File: src/rtl/fwd_pkg.sv
package fwd_pkg;
    typedef enum logic [1:0] {
        SRC_FILE  = 2'b00,
        SRC_MEMWB = 2'b01,
        SRC_EXMEM = 2'b10
    } fwd_src_e;
endpackage

File: src/rtl/fwd_select.sv
module fwd_select
    import fwd_pkg::*;
#(
    parameter int ADDR_W = 5
) (
    input  logic [ADDR_W-1:0] src_reg,
    input  logic              em_we,
    input  logic [ADDR_W-1:0] em_rd,
    input  logic              mw_we,
    input  logic [ADDR_W-1:0] mw_rd,
    output fwd_src_e          sel
);
    logic em_hit;
    logic mw_hit;

    always_comb begin
        em_hit = em_we && (em_rd != '0) && (em_rd == src_reg);
        mw_hit = mw_we && (mw_rd != '0) && (mw_rd == src_reg);
        // newer producer first
        if (em_hit)
            sel = SRC_EXMEM;
        else if (mw_hit)
            sel = SRC_MEMWB;
        else
            sel = SRC_FILE;
    end

    always_comb begin
        if (src_reg == '0)
            assert_zero_never_fwd_R5: assert (sel == SRC_FILE);
        if (!em_we && !mw_we)
            assert_no_we_no_fwd_R4: assert (sel == SRC_FILE);
    end
endmodule

File: src/rtl/operand_mux.sv
module operand_mux
    import fwd_pkg::*;
#(
    parameter int DATA_W = 32
) (
    input  fwd_src_e          sel,
    input  logic [DATA_W-1:0] rf_val,
    input  logic [DATA_W-1:0] em_val,
    input  logic [DATA_W-1:0] mw_val,
    output logic [DATA_W-1:0] out_val
);
    always_comb begin
        unique case (sel)
            SRC_EXMEM: out_val = em_val;
            SRC_MEMWB: out_val = mw_val;
            SRC_FILE:  out_val = rf_val;
            default:   out_val = rf_val;
        endcase
    end
endmodule

File: src/rtl/bypass_regfile.sv
module bypass_regfile #(
    parameter int DATA_W = 32,
    parameter int ADDR_W = 5
) (
    input  logic              clk,
    input  logic              rst_n,
    input  logic              we,
    input  logic [ADDR_W-1:0] waddr,
    input  logic [DATA_W-1:0] wdata,
    input  logic [ADDR_W-1:0] raddr_a,
    input  logic [ADDR_W-1:0] raddr_b,
    output logic [DATA_W-1:0] rdata_a,
    output logic [DATA_W-1:0] rdata_b
);
    localparam int NREGS = 2 ** ADDR_W;

    logic [DATA_W-1:0] mem_q [NREGS];
    logic              wr_live;

    assign wr_live = we && (waddr != '0);

    always_ff @(posedge clk or negedge rst_n) begin
        if (!rst_n) begin
            for (int i = 0; i < NREGS; i++)
                mem_q[i] <= '0;
        end else if (wr_live) begin
            mem_q[waddr] <= wdata;
        end
    end

    always_comb begin
        if (raddr_a == '0)
            rdata_a = '0;
        else if (wr_live && (waddr == raddr_a))
            rdata_a = wdata;
        else
            rdata_a = mem_q[raddr_a];

        if (raddr_b == '0)
            rdata_b = '0;
        else if (wr_live && (waddr == raddr_b))
            rdata_b = wdata;
        else
            rdata_b = mem_q[raddr_b];
    end

    assert_write_kept_R9: assert property (@(posedge clk) disable iff (!rst_n)
        (we && (waddr != '0)) |=> (mem_q[$past(waddr)] == $past(wdata)));
endmodule

File: src/rtl/fwd_unit_top.sv
module fwd_unit_top
    import fwd_pkg::*;
#(
    parameter int DATA_W = 32,
    parameter int ADDR_W = 5
) (
    input  logic              clk,
    input  logic              rst_n,
    input  logic [ADDR_W-1:0] rs_addr,
    input  logic [ADDR_W-1:0] rt_addr,
    input  logic              em_we,
    input  logic [ADDR_W-1:0] em_rd,
    input  logic [DATA_W-1:0] em_data,
    input  logic              mw_we,
    input  logic [ADDR_W-1:0] mw_rd,
    input  logic [DATA_W-1:0] mw_data,
    input  logic              wb_we,
    input  logic [ADDR_W-1:0] wb_rd,
    input  logic [DATA_W-1:0] wb_data,
    output logic [1:0]        sel_a,
    output logic [1:0]        sel_b,
    output logic [DATA_W-1:0] opnd_a,
    output logic [DATA_W-1:0] opnd_b
);
    localparam int NOPND = 2;

    logic [ADDR_W-1:0] src_w [NOPND];
    logic [DATA_W-1:0] rf_w  [NOPND];
    logic [DATA_W-1:0] out_w [NOPND];
    fwd_src_e          sel_w [NOPND];

    assign src_w[0] = rs_addr;
    assign src_w[1] = rt_addr;

    bypass_regfile #(.DATA_W(DATA_W), .ADDR_W(ADDR_W)) u_rf (
        .clk     (clk),
        .rst_n   (rst_n),
        .we      (wb_we),
        .waddr   (wb_rd),
        .wdata   (wb_data),
        .raddr_a (rs_addr),
        .raddr_b (rt_addr),
        .rdata_a (rf_w[0]),
        .rdata_b (rf_w[1])
    );

    for (genvar g = 0; g < NOPND; g++) begin : g_opnd
        fwd_select #(.ADDR_W(ADDR_W)) u_sel (
            .src_reg (src_w[g]),
            .em_we   (em_we),
            .em_rd   (em_rd),
            .mw_we   (mw_we),
            .mw_rd   (mw_rd),
            .sel     (sel_w[g])
        );
        operand_mux #(.DATA_W(DATA_W)) u_mux (
            .sel     (sel_w[g]),
            .rf_val  (rf_w[g]),
            .em_val  (em_data),
            .mw_val  (mw_data),
            .out_val (out_w[g])
        );
    end

    assign sel_a  = sel_w[0];
    assign sel_b  = sel_w[1];
    assign opnd_a = out_w[0];
    assign opnd_b = out_w[1];

    always_comb begin
        if (rst_n) begin
            assert_sel_legal_R1: assert ($onehot0(sel_a) && $onehot0(sel_b));
            if (sel_a == 2'b10)
                assert_em_value_a_R1: assert (opnd_a == em_data);
            if (sel_b == 2'b01)
                assert_mw_value_b_R2: assert (opnd_b == mw_data);
            if (sel_a == 2'b00)
                assert_file_value_a_R3: assert (opnd_a == rf_w[0]);
        end
    end
endmodule

File: config.mk
export PLATFORM = sky130hd
export DESIGN_NAME = fwd_unit_top
export DESIGN_NICKNAME = d
export VERILOG_FILES = /design/src/rtl/fwd_pkg.sv /design/src/rtl/fwd_select.sv /design/src/rtl/operand_mux.sv /design/src/rtl/bypass_regfile.sv /design/src/rtl/fwd_unit_top.sv
export SDC_FILE = /design/constraint.sdc
export NUM_CORES = 2
export LEC_CHECK = 0
export BUFFER_PORTS_ARGS = -buffer_cell sky130_fd_sc_hd__buf_4
export CAP_MARGIN = 5
export CORE_UTILIZATION = 35
export CTS_BUF_LIST = sky130_fd_sc_hd__clkbuf_4 sky130_fd_sc_hd__clkbuf_8
export DETAILED_ROUTE_END_ITERATION = 10
export GPL_TIMING_DRIVEN = 0
export PLACE_DENSITY = 0.57
export SYNTH_ARGS = -nofsm -noshare
export SYNTH_HDL_FRONTEND = slang
export SYNTH_SLANG_ARGS = --single-unit
File: constraint.sdc
create_clock -name clk -period 5.9 [get_ports clk]
set_clock_uncertainty 0.15 [all_clocks]
set_input_delay 0 -clock clk [delete_from_list [all_inputs] [get_ports clk]]
set_output_delay 0 -clock clk [all_outputs]
set_load 0.02 [all_outputs]
# Word level (Yosys, flattened, before mapping)
# Index checks and enable logic that the tools add are counted.
# totals
regBits,1024
output_inout_bits,68
# op_classes
reduce_logical,15
magnitude_cmp,4
bitwise_logic,3
mux,19
n_eq_ne,10
# op_table
cell,n
bitwise mux 1024 bit,1
binary-select mux 32 bit (select 5 bit),2
two-way mux 32 bit,9
demux 32 bit (select 5 bit),1
one-hot mux 32 bit (2 select lines),2
== test 5 bit,6
greater-or-equal comparator 6 bit (second input constant),3
inverter 5 -> 6 bit,3
nonzero test 5 bit,3
logical AND 1 bit,10
logical NOT 5 bit,2
< comparator 6 x 1 -> 1 bit (second input constant),1
== test 2 x 1 -> 1 bit (second input constant),2
== test 2 bit (second input constant),2
two-way mux 2 bit,2
two-way mux 1 bit,2

# Longest topological paths before layout
# depth
word_depth,7
mapped_depth,11
mapped_depth_nobuf,6

# By module
# From an unflattened synthesis, not the netlist that was laid out.
# hier_totals
cells_unflattened,4212
hier_area_um2,57516.4
# modules_own_cells
mod,seq_area_each_um2,area_each_um2,instances,cells_each
bypass_regfile,25624.6,55924.9,1,3944
operand_mux,0.0,636.9,2,113
fwd_select,0.0,158.9,2,21

# Least setup slack after synthesis
# No wires, ideal clock.
# synth_path
kind,input port to output port
start,input port rt_addr[2]
end,output port opnd_b[29]
path_buffers,4
t_arrival_ns,1.869
path_stages,8
t_required_ns,5.750
slack_ns,3.881
cell_sequence,buf_2 buf_2 buf_2 buf_1 mux4_2 a22oi_1 nand3_1 a221o_1
# synth_between
elab_chain_len,7
# synth_rtl
element,line,source
start: declaration,fwd_unit_top.sv:10,"input logic [ADDR_W-1:0] rt_addr,"
inverter 5 -> 6 bit (implied by the code),bypass_regfile.sv:44,rdata_b = mem_q[raddr_b];
binary-select mux 32 bit (select 5 bit),bypass_regfile.sv:44,
two-way mux 32 bit (implied by the code) (2 in series),bypass_regfile.sv:44,
two-way mux 32 bit,bypass_regfile.sv:41,else if (wr_live && (waddr == raddr_b))
two-way mux 32 bit,bypass_regfile.sv:39,if (raddr_b == '0)
one-hot mux 32 bit (2 select lines) (*),operand_mux.sv:13,unique case (sel)
end: declaration,fwd_unit_top.sv:23,output logic [DATA_W-1:0] opnd_b
# Every way passes the cells marked *; elsewhere a longest branch is shown, timed or not. The select of a mux whose other input is x is not followed.

# Worst setup path after layout
# layout_path
start,input port wb_rd[3]
end,output port opnd_a[17]
# layout_between
elab_chain_len,6
# layout_rtl
element,line,source
start: declaration,fwd_unit_top.sv:18,"input logic [ADDR_W-1:0] wb_rd,"
nonzero test 5 bit,bypass_regfile.sv:20,assign wr_live = we && (waddr != '0);
logical AND 1 bit,bypass_regfile.sv:20,
logical AND 1 bit (*),bypass_regfile.sv:34,else if (wr_live && (waddr == raddr_a))
two-way mux 32 bit (*),bypass_regfile.sv:34,
two-way mux 32 bit (*),bypass_regfile.sv:32,if (raddr_a == '0)
one-hot mux 32 bit (2 select lines) (*),operand_mux.sv:13,
end: declaration,fwd_unit_top.sv:22,"output logic [DATA_W-1:0] opnd_a,"
# Every way passes the cells marked *; elsewhere a longest branch is shown, timed or not.

==> run_results.csv <==
group,metric,value,unit
final_layout,layout-drive-gt1-share,0.464,
floorplan,chipHeight,401,um
placement,post-place-cells,6225,
final_layout,mostFrequentLayoutCells,"dfrtp_1, mux2_2, mux4_2",
run_status,run_status,"finished, violations left",
cts,cts_buffers,179,
final_layout,largest_reg_flops,1024,
power_and_ir_drop,p_sw,6.90,mW
power_and_ir_drop,comb_power_share,0.234,
cts,clkTransAtPathRegs,0.06,ns
synth,syn_area_per_cell,14.1,um2
placement,dp_hpwl,197,mm
floorplan,dieArea,160000,um2
route,viasPerCell,6.84,
final_layout,reg.largest.list,"u_rf.mem_q (1024)",
synth,synth_ff_type,"dfrtp_1",
run_status,failed_checks,"max-capacitance violations, max-slew violations",
min_path,min-delay-path-class,"primary input to async pin",
cts,cts_setup_buffers,0,
cts,clkSinkCount,1024,
floorplan,core.rowCount,145,
route,drtIter0Drc,7540,
synth,yosys_register_bits,1024,
route,antenna_left,0,
grt,grt_pass1_wl,389,mm
synth,synth_cell_types,58,
timing,fin_setup_tns,0,ns
power_and_ir_drop,p_sw_frac,0.318,
floorplan,core_area,157000,um2
grt,grt_max_degree,158,
power_and_ir_drop,power_frac_seq,0.434,
synth,synth_nets,4072,
timing,finalCriticalPeriod,5.36,ns
timing,finalHoldViolCount,0,
synth,ys_seq_area_frac,0.461,
cts,tritoncts,"done",
synth,yosys.area.top_type,"dfrtp_1",
synth,synth-async-reset-ratio,1.00,
timing,tightest_slew,1.66,ns
timing,max_clock_freq,186,MHz
worst_setup_path,critPathArrivalTime,5.21,ns
power_and_ir_drop,p_leak,28.5,nW
final_layout,regMostFlops,"u_rf.mem_q",
synth,synth_edf_count,0,
floorplan,io_pins,194,
route,drc_errors,0,
timing,rsz0062_at_grt,"no",
cts,root_buffer,"clkbuf_8",
run,cap_violations,13,
worst_setup_path,path_cells,"dlygate4sd3_1 > buf_4 > nor3_1 > nor3b_1 > or4_1 > nor3b_2 > clkbuf_1 > nand2_1 > nand2_1 > buf_4",
placement,place_ws,1.20,ns
timing,min_period_over_period,0.909,
grt,grt_usage,0.360,
final_layout,final_common_cell,"dfrtp_1",
final_layout,final_util,0.415,
route,dr.pass1.iters,7,
grt,grt_pass1_vias,43200,
worst_setup_path,cpMaxStageDelayCell,"clkbuf_1",
synth,synth.area.top_cells,"dfrtp_1, mux2_2, mux4_2, mux2i_1, a22oi_1",
worst_setup_path,slowest_delay,1.14,ns
cts,h-tree-depth,4,
grt,grt_overflow_total,0,
synth,synth_top_area_frac,0.461,
route,via_count,45400,
placement,portBuffers,186,
timing,setup_slack,0.535,ns
cts,cts_buffer_depth,3,
cts,clkLatencyLatePin,0.96,ns
synth,yosys_warnings,0,
route,wl_per_cell,44.3,um
route,routed_wl,294,mm
worst_setup_path,crit_fanout,10,
worst_setup_path,worst-setup-path-type,"primary input to output pin",
final_layout,fin_cells,6647,
power_and_ir_drop,powerDensity,333,nW/um2
timing,final-max-slew-violation-count,112,
worst_setup_path,worstPathRequired,5.75,ns
timing,maxSlewHeadroom,-0.104,
placement,routabilityCongestion,1.07,
worst_setup_path,start_kind,"primary input",
timing,setup_viol,0,
final_layout,fill_cells,14600,
power_and_ir_drop,vdd_drop_max,0.227,mV
final_layout,fin_nets,4559,
final_layout,syn2layout_area_growth,17.1,%
power_and_ir_drop,p_int,14.8,mW
floorplan,start_util,0.354,
synth,syn_area,55600,um2
floorplan,die_w,401,um
synth,syn_inst,3946,
grt,antenna_found_initial,23,
timing,fin_hold_ws,0.0621,ns
worst_setup_path,reg2regPathDepth,2,
power_and_ir_drop,clock_power_share,0.332,
worst_setup_path,crit_path_end_kind,"output pin",
path summary, 6_finish.rpt:
path                       slack [ns]               to             from
hold / removal                   0.06   u_rf.mem_q[93]            rst_n
min in group clk                 0.10  u_rf.mem_q[872]       wb_data[8]
setup reg to reg                 4.44   u_rf.mem_q[95]   u_rf.mem_q[95]
setup / recovery                 0.54       opnd_a[17]         wb_rd[3]
hold reg to reg                  0.33  u_rf.mem_q[995]  u_rf.mem_q[995]
max in group asynchronous        3.09  u_rf.mem_q[771]            rst_n
synth_stat cells, types with 4 or more instances:
cell type     n
buf_6         5
nand3b_1      4
mux2_2      995
buf_4        23
o21ai_0       9
nor3b_1       4
xor2_1        8
a221o_1      14
a31oi_1      20
buf_2       107
or3_1         4
buf_1        79
mux4_2      385
nand3_1     108
o22ai_1      40
nand2_1     118
a221oi_1      4
nor2_1       53
o21ai_1       5
o221ai_1      6
clkbuf_1    227
mux2i_1     287
dfrtp_1    1024
and2_1        7
nor2b_1      14
a22oi_1     223
nand2b_1      4
o211ai_1      4
a22o_1       28
nor3_1        8
a222oi_1     38
xnor2_1      22
nand4_1      29
through the flow:
stage	power [mW]	cell area, um2
4_1_cts	21.4	65000
6_report	21.7	65100
3_3_place_gp	14.1	59600
5_1_grt	22.2	65100
2_1_floorplan	12.3	55600
3_5_place_dp	14.3	60400
area by class of cell:
type	count	area, um2	share of cell area
Multi-Input combinational cell	2479	28100	0.431
Sequential cell	1024	25600	0.394
Clock buffer	288	3580	0.0549
Timing Repair Buffer	306	2980	0.0458
Tap cell	2058	2570	0.0396
Buffer	441	1960	0.0301
Clock inverter	30	246	0.00379
Antenna cell	19	47.5	0.000730
Inverter	2	7.51	0.000115
worst max-delay path, delay by kind of cell:
kind,cells,cell delay (ns)
buffers and inverters,4,2.02
AND/OR/NAND/NOR,6,3.19
repair_timing:
action	CTS	global route
resized for setup	0	0
endpoints found under the hold margin	1458	0
hold buffers	82	0
setup endpoints to repair	0	0
cells by family after synthesis:
family	after synthesis	synth area share
multiplexers	1669	0.410
flip-flops	1024	0.461
buffers and inverters	443	0.0345
AO/OA/AOI/OAI	404	0.0559
AND/OR/NAND/NOR	376	0.0345
XOR/XNOR	30	0.00473
layer usage:
metal	vias to the layer above	wire [um]	GRT usage	part of all wire
li1	16300	-	-	-
met1	23800	105000	0.439	0.36
met4	8	25700	0.267	0.087
met5	-	88	0	0.00030
met2	4258	117000	0.484	0.40
met3	1110	46300	0.182	0.16
power by group through the flow:
stage               Combinational (mW)  Clock (mW)  Sequential [mW]
floorplan                         3.22           0             9.07
global placement                  4.71           0             9.39
detailed placement                4.84           0             9.44
CTS                               4.90        7.16             9.32
global route                      5.22        7.47             9.53
finish                            5.07        7.20             9.41
Power figures use the tool's default switching activity.
